## src/rtl/pwr_idle_pkg.sv

```systemverilog
// Shared constants for the idle / clock-divider controller.
// Assumes a byte-wide register port with two addressable registers.
package pwr_idle_pkg;
    localparam int REG_W  = 8;
    localparam int ADDR_W = 1;
    localparam logic [ADDR_W-1:0] ADDR_PCTL = 1'b0;  // power control, bit 0 = idle
    localparam logic [ADDR_W-1:0] ADDR_CSEL = 1'b1;  // clock select field
endpackage

```

## src/rtl/pwr_ctl_regs.sv

```systemverilog
// Control registers: idle flag with hardware wake-up, clock-select field,
// and the combinational read mux. Assumes srst_n already folds in ext reset.
module pwr_ctl_regs
    import pwr_idle_pkg::*;
#(
    parameter int SEL_W = 3,
    parameter int IRQ_N = 8
) (
    input  logic              clk,
    input  logic              srst_n,
    input  logic              reg_wr,
    input  logic [ADDR_W-1:0] reg_addr,
    input  logic [REG_W-1:0]  reg_wdata,
    output logic [REG_W-1:0]  reg_rdata,
    input  logic [IRQ_N-1:0]  irq_req,
    input  logic [IRQ_N-1:0]  irq_en,
    output logic              idle_o,
    output logic              wake_o,
    output logic [SEL_W-1:0]  sel_o
);
    logic wake_req;
    logic idle_q;
    logic wake_q;
    logic [SEL_W-1:0] sel_q;

    // Any enabled request counts as a wake-up source.
    assign wake_req = |(irq_req & irq_en);

    // Idle flag: interrupt beats a simultaneous idle write.
    always_ff @(posedge clk) begin
        if (!srst_n) begin
            idle_q <= 1'b0;
            wake_q <= 1'b0;
        end else begin
            wake_q <= idle_q & wake_req;
            if (wake_req)
                idle_q <= 1'b0;
            else if (reg_wr && reg_addr == ADDR_PCTL)
                idle_q <= reg_wdata[0];
        end
    end

    // Clock-select field, low bits of register 1.
    always_ff @(posedge clk) begin
        if (!srst_n)
            sel_q <= '0;
        else if (reg_wr && reg_addr == ADDR_CSEL)
            sel_q <= reg_wdata[SEL_W-1:0];
    end

    // Read mux; unused bits return zero.
    always_comb begin
        reg_rdata = '0;
        if (reg_addr == ADDR_PCTL)
            reg_rdata[0] = idle_q;
        else
            reg_rdata[SEL_W-1:0] = sel_q;
    end

    assign idle_o = idle_q;
    assign wake_o = wake_q;
    assign sel_o  = sel_q;
endmodule

```

## src/rtl/pwr_prescaler.sv

```systemverilog
// Power-of-two prescaler producing a one-cycle enable every 2^sel cycles.
// The requested select is sampled only at a period end, so no short period.
module pwr_prescaler #(
    parameter int SEL_W = 3,
    localparam int PS_W = (1 << SEL_W) - 1
) (
    input  logic             clk,
    input  logic             srst_n,
    input  logic [SEL_W-1:0] sel_req,
    output logic             div_en
);
    logic [SEL_W-1:0] sel_act;
    logic [PS_W-1:0]  cnt;
    logic [PS_W:0]    one_sh;
    logic [PS_W-1:0]  limit;

    // Terminal count for the active ratio: 2^sel_act - 1.
    always_comb begin
        one_sh = (PS_W+1)'(1) << sel_act;
        limit  = one_sh[PS_W-1:0] - PS_W'(1);
    end

    assign div_en = (cnt == limit);

    // Count, and adopt the new ratio at wrap.
    always_ff @(posedge clk) begin
        if (!srst_n) begin
            cnt     <= '0;
            sel_act <= '0;
        end else if (div_en) begin
            cnt     <= '0;
            sel_act <= sel_req;
        end else begin
            cnt <= cnt + PS_W'(1);
        end
    end
endmodule

```

## src/rtl/pwr_clk_gate.sv

```systemverilog
// Clock-enable gating: peripheral enable passes through, CPU enable is
// suppressed while idle. Purely combinational.
module pwr_clk_gate (
    input  logic div_en,
    input  logic idle,
    output logic cpu_en,
    output logic per_en
);
    // Gate the CPU enable only.
    always_comb begin
        per_en = div_en;
        cpu_en = div_en & ~idle;
    end
endmodule

```

## src/rtl/pwr_idle_ctl.sv

```systemverilog
// Top of the idle / clock-divider controller. Folds the external reset pin
// into the synchronous reset and wires registers, prescaler and gating.
module pwr_idle_ctl
    import pwr_idle_pkg::*;
#(
    parameter int SEL_W = 3,
    parameter int IRQ_N = 8
) (
    input  logic              clk,
    input  logic              rst_n,
    input  logic              ext_rst,
    input  logic              reg_wr,
    input  logic [ADDR_W-1:0] reg_addr,
    input  logic [REG_W-1:0]  reg_wdata,
    output logic [REG_W-1:0]  reg_rdata,
    input  logic [IRQ_N-1:0]  irq_req,
    input  logic [IRQ_N-1:0]  irq_en,
    output logic              idle,
    output logic              wake_pulse,
    output logic              cpu_clk_en,
    output logic              per_clk_en
);
    logic             srst_n;
    logic [SEL_W-1:0] sel;
    logic             div_en;

    assign srst_n = rst_n & ~ext_rst;

    pwr_ctl_regs #(.SEL_W(SEL_W), .IRQ_N(IRQ_N)) u_regs (
        .clk(clk), .srst_n(srst_n), .reg_wr(reg_wr), .reg_addr(reg_addr),
        .reg_wdata(reg_wdata), .reg_rdata(reg_rdata), .irq_req(irq_req),
        .irq_en(irq_en), .idle_o(idle), .wake_o(wake_pulse), .sel_o(sel)
    );

    pwr_prescaler #(.SEL_W(SEL_W)) u_psc (
        .clk(clk), .srst_n(srst_n), .sel_req(sel), .div_en(div_en)
    );

    pwr_clk_gate u_gate (
        .div_en(div_en), .idle(idle), .cpu_en(cpu_clk_en), .per_en(per_clk_en)
    );
endmodule

```

## config.mk

```make
export PLATFORM = sky130hd
export DESIGN_NAME = pwr_idle_ctl
export DESIGN_NICKNAME = d
export VERILOG_FILES = /design/src/rtl/pwr_idle_pkg.sv /design/src/rtl/pwr_ctl_regs.sv /design/src/rtl/pwr_prescaler.sv /design/src/rtl/pwr_clk_gate.sv /design/src/rtl/pwr_idle_ctl.sv
export SDC_FILE = /design/constraint.sdc
export NUM_CORES = 1
export LEC_CHECK = 0
export ABC_AREA = 1
export BUFFER_PORTS_ARGS = -buffer_cell sky130_fd_sc_hd__buf_2
export CORE_MARGIN = 4
export CORE_UTILIZATION = 45
export CTS_CLUSTER_DIAMETER = 50
export DETAILED_ROUTE_END_ITERATION = 6
export PLACE_DENSITY = 0.75
export SKIP_CTS_REPAIR_TIMING = 1
export SLEW_MARGIN = 20
export SYNTH_ARGS = -nofsm -noshare
export SYNTH_HDL_FRONTEND = slang
export SYNTH_HIERARCHICAL = 1
export SYNTH_SLANG_ARGS = --single-unit
```

## constraint.sdc

```tcl
create_clock -name clk -period 3.2 [get_ports clk]
set_clock_uncertainty 0.05 [all_clocks]
set_input_delay 0.48 -clock clk [delete_from_list [all_inputs] [get_ports clk]]
set_output_delay 0.48 -clock clk [all_outputs]
set_load 0.03 [all_outputs]
```

# Word level (Yosys, flattened, before mapping)
# Index checks and enable logic that the tools add are counted.
# W data, S select, Z words.
totals:
  register_bits: 15
  out_inout_bits: 12
  wordCells: 24
classes:
  add_sub_neg: 2
  n_eq_ne: 1
  shift: 1
  mux: 2
  n_bitwise: 8
  n_reduce_logical: 5
ops:
  columns: ["op", "count"]
  rows:
  - ["$reduce_or A9 Y1", 1]
  - ["$and A8 B8 Y8", 1]
  - ["$reduce_or A8 Y1", 1]
  - ["$add A7 B1 Y7 const B", 1]
  - ["$eq A7 B7 Y1", 1]
  - ["$shl A1 B3 Y7 const A", 1]
  - ["$sub A7 B1 Y7 const B", 1]
  - ["$not A1 Y1", 4]
  - ["$and A1 B1 Y1", 3]
  - ["$logic_and A1 B1 Y1", 2]
  - ["$mux W2", 1]
  - ["$reduce_or A2 Y1", 1]
  - ["$mux W1", 1]

# Logic depth before layout (Yosys ltp)
# Gate-level depths: netlist of run 1.
depth:
  word_depth: 4
  depth_mapped: 11

# Modules after synthesis
# The synthesis of run 1 kept the hierarchy.
modules_own_cells:
  columns: ["mod", "instances", "cells_per_inst", "area_per_inst_um2"]
  rows:
  - ["pwr_prescaler", 1, 87, 655.6]
  - ["pwr_ctl_regs", 1, 55, 316.6]
  - ["pwr_clk_gate", 1, 3, 17.5]
  - ["pwr_idle_ctl", 1, 2, 10.0]

# Worst setup path before layout of run 1
# No wires, ideal clock.
synth_timing:
  path_type: "reg-to-output"
  start: "register u_psc.sel_act[2]"
  end: "output cpu_clk_en"
  arrival_ns: 1.361
  t_required_ns: 2.670
  setup_slack_ns: 1.309
  stages_incl_launch_ff: 11
  cell_sequence: "dfxtp_1 buf_6 nor2_2 nor2_1 nor2_1 nand2_2 nor2_8 nand2_4 inv_2 inv_1 nor2_2"
synth_via:
  elab_chain_cells: 4
synth_rtl:
  columns: ["element", "line_no", "text"]
  rows:
  - ["start, declared", "pwr_prescaler.sv:12", "logic [SEL_W-1:0] sel_act;"]
  - ["start signal, assigned", "pwr_prescaler.sv:32", "sel_act <= sel_req;"]
  - ["$shl A1 B3 Y7", "pwr_prescaler.sv:19", "one_sh = (PS_W+1)'(1) << sel_act;"]
  - ["$sub A7 B1 Y7", "pwr_prescaler.sv:20", "limit = one_sh[PS_W-1:0] - PS_W'(1);"]
  - ["$eq A7 B7 Y1", "pwr_prescaler.sv:23", "assign div_en = (cnt == limit);"]
  - ["net div_en", "pwr_idle_ctl.sv:25", "logic div_en;"]
  - ["$and A1 B1 Y1", "pwr_clk_gate.sv:12", "cpu_en = div_en & ~idle;"]
  - ["end, declared", "pwr_idle_ctl.sv:20", "output logic cpu_clk_en,"]
# The timed path passes the listed nets, and every way through them passes these cells.

# Final worst setup path of run 1
layout_timing:
  start: "register u_psc.sel_act[2]"
  end: "output cpu_clk_en"
layout_via:
  elab_chain_cells: 4
layout_rtl:
  columns: ["element", "line_no"]
  rows:
  - ["$shl A1 B3 Y7", "pwr_prescaler.sv:19"]
  - ["$sub A7 B1 Y7", "pwr_prescaler.sv:20"]
  - ["$eq A7 B7 Y1", "pwr_prescaler.sv:23"]
  - ["$and A1 B1 Y1", "pwr_clk_gate.sv:12"]
# Every way passes these cells.

==> impl_results.md, run 1 <==
- Status: completed
- Synthesis warning total: 6
- Synth area leaders: dfxtp_1 30%, nand2_1 15%, inv_1 6.8%
- Max-cap violations: 0
- Crit Path Class: reg2out
- Vias in the first global route: 823
- Worst-path clk slew: around 0.090 ns
- Adder-Cell Fraction of Synth Area: 1.25%
- CP required: 2.67 ns
- Ant. Diodes: 0
- Final HPWL DP: 1.51 mm
- Layout cells sized above 1: 31.5%
- Final setup fails: 0
- Main combinational cell family by area after synthesis: simple AND/OR/NAND/NOR gates
- Port Buffers: 30
- Vias/cell: approximately 4.6
- Total power: 0.616 mW
- CTS Buf Count: 3
- Post-Synth XOR/XNOR Area: 5.26%
- Pins over their slew limit: 0
- Largest net degree at the start of global routing: 10
- Achievable Freq: 426 MHz
- Pwr per Cell Area: 527 nW/um^2
- Setup_tns: 0 ns
- Final period util: 73.4%
- Multiplexer share of the synthesized area: 0%
- Count leader, synth: nand2_1
- Total gr overflow: 0
- Die height: 55.1 microns
- Async SR Flop Fraction: 0%
- VDD IR max: around 0.31 mV
- Leak: 0.601 nW
- Final Instance Area: 1170 sq um
- Die area: 3040 sq um
- DR WL/cell: 9.13 microns
- Clk root buf: clkbuf_4
- Drc violations: 0
- Hold slack: approximately 0.39 ns
- GP Congestion: 0.735
- Mean post-synth cell area: ~7 sq um
- Placement Cell Area: 1140 sq um
- Initial antenna violation count: 0
- Reg2reg path depth: 9
- Number of synthesized flops with an enable pin: 0
- Post-synth top area share: 30.0%
- Main synth FF type: dfxtp_1
- CORE AREA: 2040 sq um
- Clk_lat worst skew: 0.28 ns
- Register area share after synthesis: 30.0%
- Vias: 944
- Initial Util: 49.0%
- Drt first pass iters: 4
- Antenna viol nets, final: 0
- RSZ-0062 raised after global routing: no
- Hold path cells: 3
- NumNets Final: 209
- Worst EP arrival: ~1.8 ns
- Chip width: between 50 and 60 microns
- Crit Path Max Fanout: 8
- Worst-case clock buffer depth: 2
- Rows: 16
- Synthesized area: around 1000 sq um
- Iter 0 DRT Violations: 8
- Htree depth: 1
- Synth area leader: dfxtp_1
- Post-synthesis cell type count: 24
- Hold Fails Final Rpt: 0
- Post-Syn Instances: 147
- Hold WC Path Type: in2reg
- Synth cell count leaders: 40 x nand2_1, 18 x inv_1, 16 x nor2_1
- I/O pins: 41
- Synth-to-Final Area Change: 16.9%
- Reg-to-reg setup timing slack: roughly 1.7 ns
- Critical Path Start Type: register
- Tot GR Track Use: 15.2%
- Final Critical Period: 2.35 ns
- Global-route wire length before repair: 3.23 mm
- CTS tree: built
- Post-synthesis compound-gate area fraction: roughly 4.4%
- Simple-gate share of the synthesized area: 45.2%
- FF+latch count, synth: 15
- CP endpoint kind: output pin
- Util after Layout: 57.2%
- WL final: 1.87 mm
- # clock sinks: 15
layout make-up:
type                       instances  area [sq um]
clock buffer                       4          26.3
fill                             209           873
timing repair buffer              30           150
multi-input combinational        108           579
tap                               27          33.8
sequential                        15           300
inverter                          21          78.8
final timing paths:
kind / from / end
hold reg to reg: u_psc/cnt[0] / u_psc/cnt[0]
hold / removal: reg_wdata[2] / u_regs/sel_o[2]
setup reg to reg: u_psc/sel_act[2] / u_psc/cnt[5]
setup / recovery: u_psc/sel_act[2] / cpu_clk_en
power by group:
part | switching (mW) | internal, mW
clock network | 0.0596 | 0.0484
logic | 0.193 | 0.0983
registers | 0.0185 | 0.198
state kept, by name (all words and copies together), names as in the netlist:
name and count:
u_regs/sel_o 3, u_psc/sel_act 3, u_regs/idle_o 1, u_psc/cnt 7
u_regs/wake_o 1
metrics by stage:
step	worst slack, ns	std cells
after floorplan	1.31	151
after global placement	1.18	201
after detailed placement	1.16	201
after CTS	0.830	205
after global routing	0.684	205
final	0.853	205
placed cells by master, fill, tap and decap left out:
cell | synthesis | final
nand2_2 | 3 | 3
nand2_1 | 40 | 40
nor2_1 | 16 | 16
conb_1 | 1 | 5
ha_1 | 1 | 1
clkbuf_4 | 0 | 3
dfxtp_1 | 15 | 15
o21ai_2 | 1 | 1
nor2_2 | 10 | 10
nand4_1 | 1 | 1
clkbuf_1 | 0 | 1
nor3_1 | 1 | 1
nand3_2 | 2 | 2
nand2_4 | 1 | 1
xor2_1 | 4 | 4
nand2_8 | 1 | 1
nor2_8 | 2 | 2
xnor2_1 | 2 | 2
o21ai_0 | 3 | 3
buf_2 | 0 | 30
inv_1 | 18 | 18
inv_2 | 3 | 3
nand3b_1 | 1 | 1
nand3_1 | 10 | 10
a21oi_1 | 4 | 4
worst max-delay path, stage by stage, from the launching register on:
cell and delay, ns:
dfxtp_1 0.54, inv_2 0.08, nand2_1 0.07, nor2_1 0.04, nor2_1 0.10, nand2_2 0.10, nor2_8 0.15, nand2_4 0.09
inv_2 0.06, inv_1 0.04, nor2_2 0.07, buf_2 0.20
cell families (layout without fill, tap and decap cells):
family                     count (synthesis)  count (layout)
adders and majority gates                  1               1
xor gates and xnor gates                   6               6
buffers and inverters                     28              55
and+or+nand+nor                           88              88
AOI/OAI and AO/OA                          8               8
other                                      1               5
DFF                                       15              15
per-layer routing:
metal,vias to the layer above,routed length (microns),track usage [%],part of all wire [%]
met4,0,76,14.6,4.1
met2,38,817,22.6,44
li1,499,-,-,-
met3,4,169,2.41,9.0
met1,403,808,18.3,43
met5,-,0,0,0
(Power assumes the default switching activity.)
==> run 2: changes to the inputs <==
--- a/config.mk
+++ b/config.mk
@@ -8,10 +8,10 @@
 export ABC_AREA = 1
 export BUFFER_PORTS_ARGS = -buffer_cell sky130_fd_sc_hd__buf_2
 export CORE_MARGIN = 4
-export CORE_UTILIZATION = 45
+export CORE_UTILIZATION = 42
 export CTS_CLUSTER_DIAMETER = 50
 export DETAILED_ROUTE_END_ITERATION = 6
-export PLACE_DENSITY = 0.75
+export PLACE_DENSITY = 0.74
 export SKIP_CTS_REPAIR_TIMING = 1
 export SLEW_MARGIN = 20
 export SYNTH_ARGS = -nofsm -noshare
==> constraint.sdc (replaced) <==
create_clock -name clk -period 2 [get_ports clk]
set_clock_uncertainty 0.05 [all_clocks]
set_input_delay 0.3 -clock clk [delete_from_list [all_inputs] [get_ports clk]]
set_output_delay 0.3 -clock clk [all_outputs]
set_load 0.03 [all_outputs]
==> impl_results.md, run 2 (synthesis results as in run 1) <==
- Final cell count without fillers: 209 (+2.0%)
- Die height: 56.8 microns (+3.0%)
- Initial antenna violation count: 0 (unchanged)
- GP Congestion: 0.803 (+9.4%)
- Crit path cell chain: inv_2, nand2_1, nor2_1, nor2_1, nand2_2, nor2_8, nand2_4, inv_2, inv_1, nor2_2, buf_6
- RSZ-0062 raised after global routing: yes
- Synth-to-Final Area Change: 22.0%
- Achievable Freq: 517 MHz
- Initial Util: 44.8% (-4.2 points)
- Layout cells sized above 1: 34.8% (+3.3 points)
- Worst-path clk slew: 0.09 ns (about the same)
- Antenna viol nets, final: 0 (unchanged)
- Hold Fails Final Rpt: 0 (unchanged)
- Clk_lat worst skew: 0.28 ns (about the same)
- Critical Path Start Type: register
- Slowest cell on crit path: dfxtp_4
- Pins over their slew limit: 0 (unchanged)
- Crit Path Max Fanout: 8 (unchanged)
- Final Critical Period: between 1.5 and 2 ns
- Worst-case clock buffer depth: 2 (unchanged)
- Vias: 937 (-0.74%)
- Global-route wire length before repair: 3.15 mm (-2.4%)
- CP max stage delay: 0.42 ns (-0.12 ns)
- CTS Buf Count: 3 (unchanged)
- Ant. Diodes: 0 (unchanged)
- Final worst slack: 0.0643 ns (-0.788 ns)
- Die area: 3220 sq um (+6.1%)
- Commonest non-fill, non-tap cell in the layout: nand2_1
- Status: completed
- Setup_tns: 0 ns (unchanged)
- Drt first pass iters: 4 (unchanged)
- Largest net degree at the start of global routing: 10 (unchanged)
- Crit-path leading delay family: simple AND/OR/NAND/NOR gates
- DP Cell Count: 202 (+0.50%)
- DR WL/cell: 9.31 microns (+1.9%)
- Hold slack: 0.222 ns (-0.172 ns)
- Vias/cell: 4.48 (-2.6%)
- Worst Path Buf+Inv: 4 (unchanged)
- Vias in the first global route: 815 (-0.97%)
- CORE AREA: 2230 sq um (+9.4%)
- Rows: 17 (+1)
- # clock sinks: 15 (unchanged)
- Final HPWL DP: 1.55 mm (+2.4%)
- Total power: 1.10 mW (+78%)
- CTS tree: built
- CP required: 1.65 ns (-1.02 ns)
- Htree depth: 1 (unchanged)
- I/O pins: 41 (unchanged)
- NumNets Final: 212 (+1.4%)
- Max-cap violations: 0 (unchanged)
- Pwr per Cell Area: 898 nW/um^2 (+70%)
- Place WS: 0.159 ns (-1.00 ns)
- Final setup fails: 0 (unchanged)
- Most frequent cells in the layout: 40 x nand2_1, 29 x buf_2, 18 x inv_1
- Clk root buf: clkbuf_4
- Worst EP arrival: 1.59 ns (-0.23 ns)
- Final period util: 96.8%
- Port Buffers: 30 (unchanged)
- VDD IR max: 0.706 mV (+130%)
- Most flops, register: u_psc/cnt
- Iter 0 DRT Violations: 24 (+16)
- Total gr overflow: 0 (unchanged)
- CP endpoint kind: output pin
- WL final: 1.95 mm (+3.9%)
- Largest register FFs: 7 (unchanged)
- Tot GR Track Use: 12.0% (-3.2 points)
- Chip width: 56.8 microns (+3.0%)
- Hold WC Path Type: in2reg
- Crit Path Class: reg2out
- Drc violations: 0 (unchanged)
- Leak: 0.626 nW (+4.3%)
-- run 2: layer usage --
metal  wire, microns  global-route usage (%)
met1             859                    15.5
met2             903                    17.8
met3             135                    2.07
met4              46                    8.28
met5               0                       0
-- run 2: final cells by class --
| type | instances | area [sq um] |
|---|---|---|
| fillers | 229 | 1010 |
| multi-input cells | 108 | 589 |
| flip-flops and latches | 15 | 312 |
| repair buffers | 33 | 179 |
| inverters | 21 | 78.8 |
| well taps | 28 | 35.0 |
| clock buffers | 4 | 26.3 |
-- run 2: power breakdown --
part / internal, mW / switching (mW) / leakage, nW / total [mW]
registers: 0.320 / 0.0305 / 0.124 / 0.350
logic: 0.241 / 0.334 / 0.488 / 0.576
clock network: 0.0774 / 0.0923 / 0.0150 / 0.170
-- run 2: path summary, 6_finish.rpt --
kind                                        from              end  slack (ns)  cells past startpoint
worst min register to register      u_psc/cnt[0]     u_psc/cnt[0]        0.45                      1
worst max-delay path            u_psc/sel_act[2]       cpu_clk_en        0.06                     11
worst min-delay path                reg_wdata[2]  u_regs/sel_o[2]        0.22                      3
worst max register to register  u_psc/sel_act[2]     u_psc/cnt[3]        0.58                     10
-- run 2: worst reg2reg max path: cells and delay by family (launching register included) --
family | cells | cell delay (ns)
and+or+nand+nor | 8 | 0.65
DFF | 1 | 0.42
buffers and inverters | 2 | 0.21
-- run 2: metrics by stage --
step	utilization [%]	cell area [sq um]
after global routing	54.6	1220
after floorplan	-	1010
after detailed placement	51.2	1140
after global placement	51.2	1140
final	54.6	1220
after CTS	52.4	1170
==> run 3: changes to the inputs <==
--- a/config.mk
+++ b/config.mk
@@ -5,13 +5,14 @@
 export SDC_FILE = /design/constraint.sdc
 export NUM_CORES = 1
 export LEC_CHECK = 0
-export ABC_AREA = 1
+export ABC_AREA = 0
 export BUFFER_PORTS_ARGS = -buffer_cell sky130_fd_sc_hd__buf_2
 export CORE_MARGIN = 4
-export CORE_UTILIZATION = 42
+export CORE_UTILIZATION = 41
 export CTS_CLUSTER_DIAMETER = 50
 export DETAILED_ROUTE_END_ITERATION = 6
 export PLACE_DENSITY = 0.74
+export SETUP_SLACK_MARGIN = 0.3
 export SKIP_CTS_REPAIR_TIMING = 1
 export SLEW_MARGIN = 20
 export SYNTH_ARGS = -nofsm -noshare
==> impl_results.md, run 3 <==
- Post-synth top area share: 34.0% (+4.0 points)
- # clock sinks: 15 (unchanged)
- Rows: 16 (-1)
- Initial antenna violation count: 0 (unchanged)
- Synth cell count leaders: 15 x dfxtp_1, 11 x nand2_1, 8 x nand3_1
- Initial Util: 44.1% (-0.64 points)
- CTS Buf Count: 3 (unchanged)
- Final worst slack: -0.318 ns (-0.382 ns)
- Final setup fails: 2 (+2)
- Final period util: 116% (+19 points)
- CP required: 1.65 ns (about the same)
- Fillers: 194 (-15%)
- Port Buffers: 30 (unchanged)
- Max-cap violations: 0 (unchanged)
- Crit Path Class: reg2out
- Most flops, register: u_psc/cnt
- Post-synthesis cell type count: 33 (+38%)
- Synth area leader: dfxtp_1
- Tot GR Track Use: 13.3% (+1.4 points)
- Final Critical Period: 2.32 ns (+0.382 ns)
- Total gr overflow: 0 (unchanged)
- Clk_lat worst skew: 0.29 ns (about the same)
- Worst EP arrival: 1.97 ns (+0.38 ns)
- Mean post-synth cell area: 9.30 sq um (+37%)
- Largest register FFs: 7 (unchanged)
- Register area share after synthesis: 34.0% (+4.0 points)
- Area of the multi-input gates: 539 sq um (-8.5%)
- Htree depth: 1 (unchanged)
- WL final: 1.82 mm (-6.7%)
- CP endpoint kind: output pin
- Synthesized area: 883 sq um (-12%)
- Main synth FF type: dfxtp_1
- Critical Path Start Type: register
- Commonest non-fill, non-tap cell in the layout: buf_2
- Vias: 781 (-17%)
- Sequential cell area: 300 sq um (-3.6%)
- Async SR Flop Fraction: 0% (unchanged)
- Pins over their slew limit: 0 (unchanged)
- Die area: 2960 sq um (-8.2%)
- I/O pins: 41 (unchanged)
- Final HPWL DP: 1.42 mm (-8.5%)
- Layout cells sized above 1: 38.2% (+3.4 points)
- Clk root buf: clkbuf_4
- Pwr per Cell Area: 514 nW/um^2 (-43%)
- Largest net degree at the start of global routing: 19 (+9)
- Achievable Freq: 431 MHz (-16%)
- Crit Path Max Fanout: 3 (-5)
- Vias in the first global route: 701 (-14%)
- Setup_tns: -0.590 ns (-0.590 ns)
- Ant. Diodes: 0 (unchanged)
- Chip width: 54.4 microns (-4.2%)
- DR WL/cell: 11.5 microns (+23%)
- Synth-to-Final Area Change: 27.1%
- Status: complete, but fails checks
- Worst-path clk slew: 0.09 ns (about the same)
- Iter 0 DRT Violations: 9 (-63%)
- Most frequent cells in the layout: 28 x buf_2, 15 x dfxtp_1, 11 x nand2_1
- VDD IR max: 0.411 mV (-42%)
- GP Congestion: 0.852 (+6.1%)
- Antenna viol nets, final: 0 (unchanged)
- Die height: 54.4 microns (-4.2%)
- Count leader, synth: dfxtp_1
- Vias/cell: 4.94 (+10%)
- CORE AREA: 2000 sq um (-10%)
- Global-route wire length before repair: 2.83 mm (-10%)
- Worst-case clock buffer depth: 2 (unchanged)
- Number of synthesized flops with an enable pin: 0 (unchanged)
- Hold Fails Final Rpt: 0 (unchanged)
- Failing checks: setup timing
- FF+latch count, synth: 15 (unchanged)
- Synth area leaders: dfxtp_1 34%, mux2i_1 5.7%, buf_4 5.1%
- Hold slack: 0.225 ns (+0.00303 ns)
- Leak: 0.516 nW (-18%)
- Drc violations: 0 (unchanged)
- Drt first pass iters: 4 (unchanged)
- Synthesis warning total: 6 (unchanged)
- RSZ-0062 raised after global routing: yes
- Post-Syn Instances: 95 (-35%)
- CTS tree: built
- NumNets Final: 162 (-24%)
- Hold WC Path Type: in2reg
## run 3: layer usage
metal	vias up	wire [microns]	global-route usage, %
met4	0	16	3.73
met1	357	755	14.4
met3	2	131	5.99
met5	-	0	0
met2	25	912	23.3
li1	397	-	-
## run 3: path summary, 6_finish.rpt
path,slack (ns),endpoint,cells after the start,startpoint
min reg2reg,0.44,u_regs/sel_o[2],2,u_regs/sel_o[2]
max reg2reg,0.06,u_psc/sel_act[2],7,u_psc/sel_act[0]
max,-0.32,cpu_clk_en,6,u_psc/sel_act[0]
min,0.22,u_regs/sel_o[2],3,reg_wdata[2]
## run 3: where the power goes
| part | switching (mW) | leakage (nW) | internal, mW |
|---|---|---|---|
| sequential | 0.00202 | 0.121 | 0.301 |
| clock | 0.0980 | 0.0150 | 0.0777 |
| combinational | 0.0504 | 0.380 | 0.0477 |
## run 3: cell families (layout without fill, tap and decap cells)
| kind of cell | after synthesis | count (layout) | share of synthesized area [%] |
|---|---|---|---|
| other | 1 | 5 | 0.425 |
| XOR/XNOR | 7 | 7 | 6.94 |
| flip-flops | 15 | 15 | 34.0 |
| adder cells (fa/ha/maj) | 1 | 1 | 1.42 |
| buffers and inverters | 9 | 41 | 8.07 |
| AND/OR/NAND/NOR | 41 | 41 | 29.3 |
| multiplexers | 7 | 7 | 8.22 |
| AO/OA/AOI/OAI | 14 | 14 | 11.6 |
## run 3: cell type report
cell class / instances / share of cell area, %
multi-input combinational: 75 / 48.0
sequential: 15 / 26.8
timing repair buffer: 37 / 19.8
tap: 27 / 3.01
clock buffer: 4 / 2.34
## run 3: worst max-delay path, stage by stage (launching register included)
cell,delay (ns)
dfxtp_1,0.32
or3_4,0.39
a2111oi_4,0.28
a31oi_1,0.08
nor3_2,0.28
nor2b_4,0.20
buf_6,0.13
## run 3: stage by stage
| stage | worst slack, ns | total power, mW | instance area, sq um | utilization, % | cells |
|---|---|---|---|---|---|
| global route | -0.435 | 0.603 | 1120 | 56.1 | 158 |
| global placement | 0.00479 | 0.397 | 1060 | 52.8 | 153 |
| finish | -0.318 | 0.576 | 1120 | 56.1 | 158 |
| CTS | -0.322 | 0.574 | 1080 | 54.1 | 157 |
| floorplan | -0.0248 | 0.373 | 898 | - | 99 |
| detailed placement | 0.00611 | 0.398 | 1060 | 52.8 | 153 |
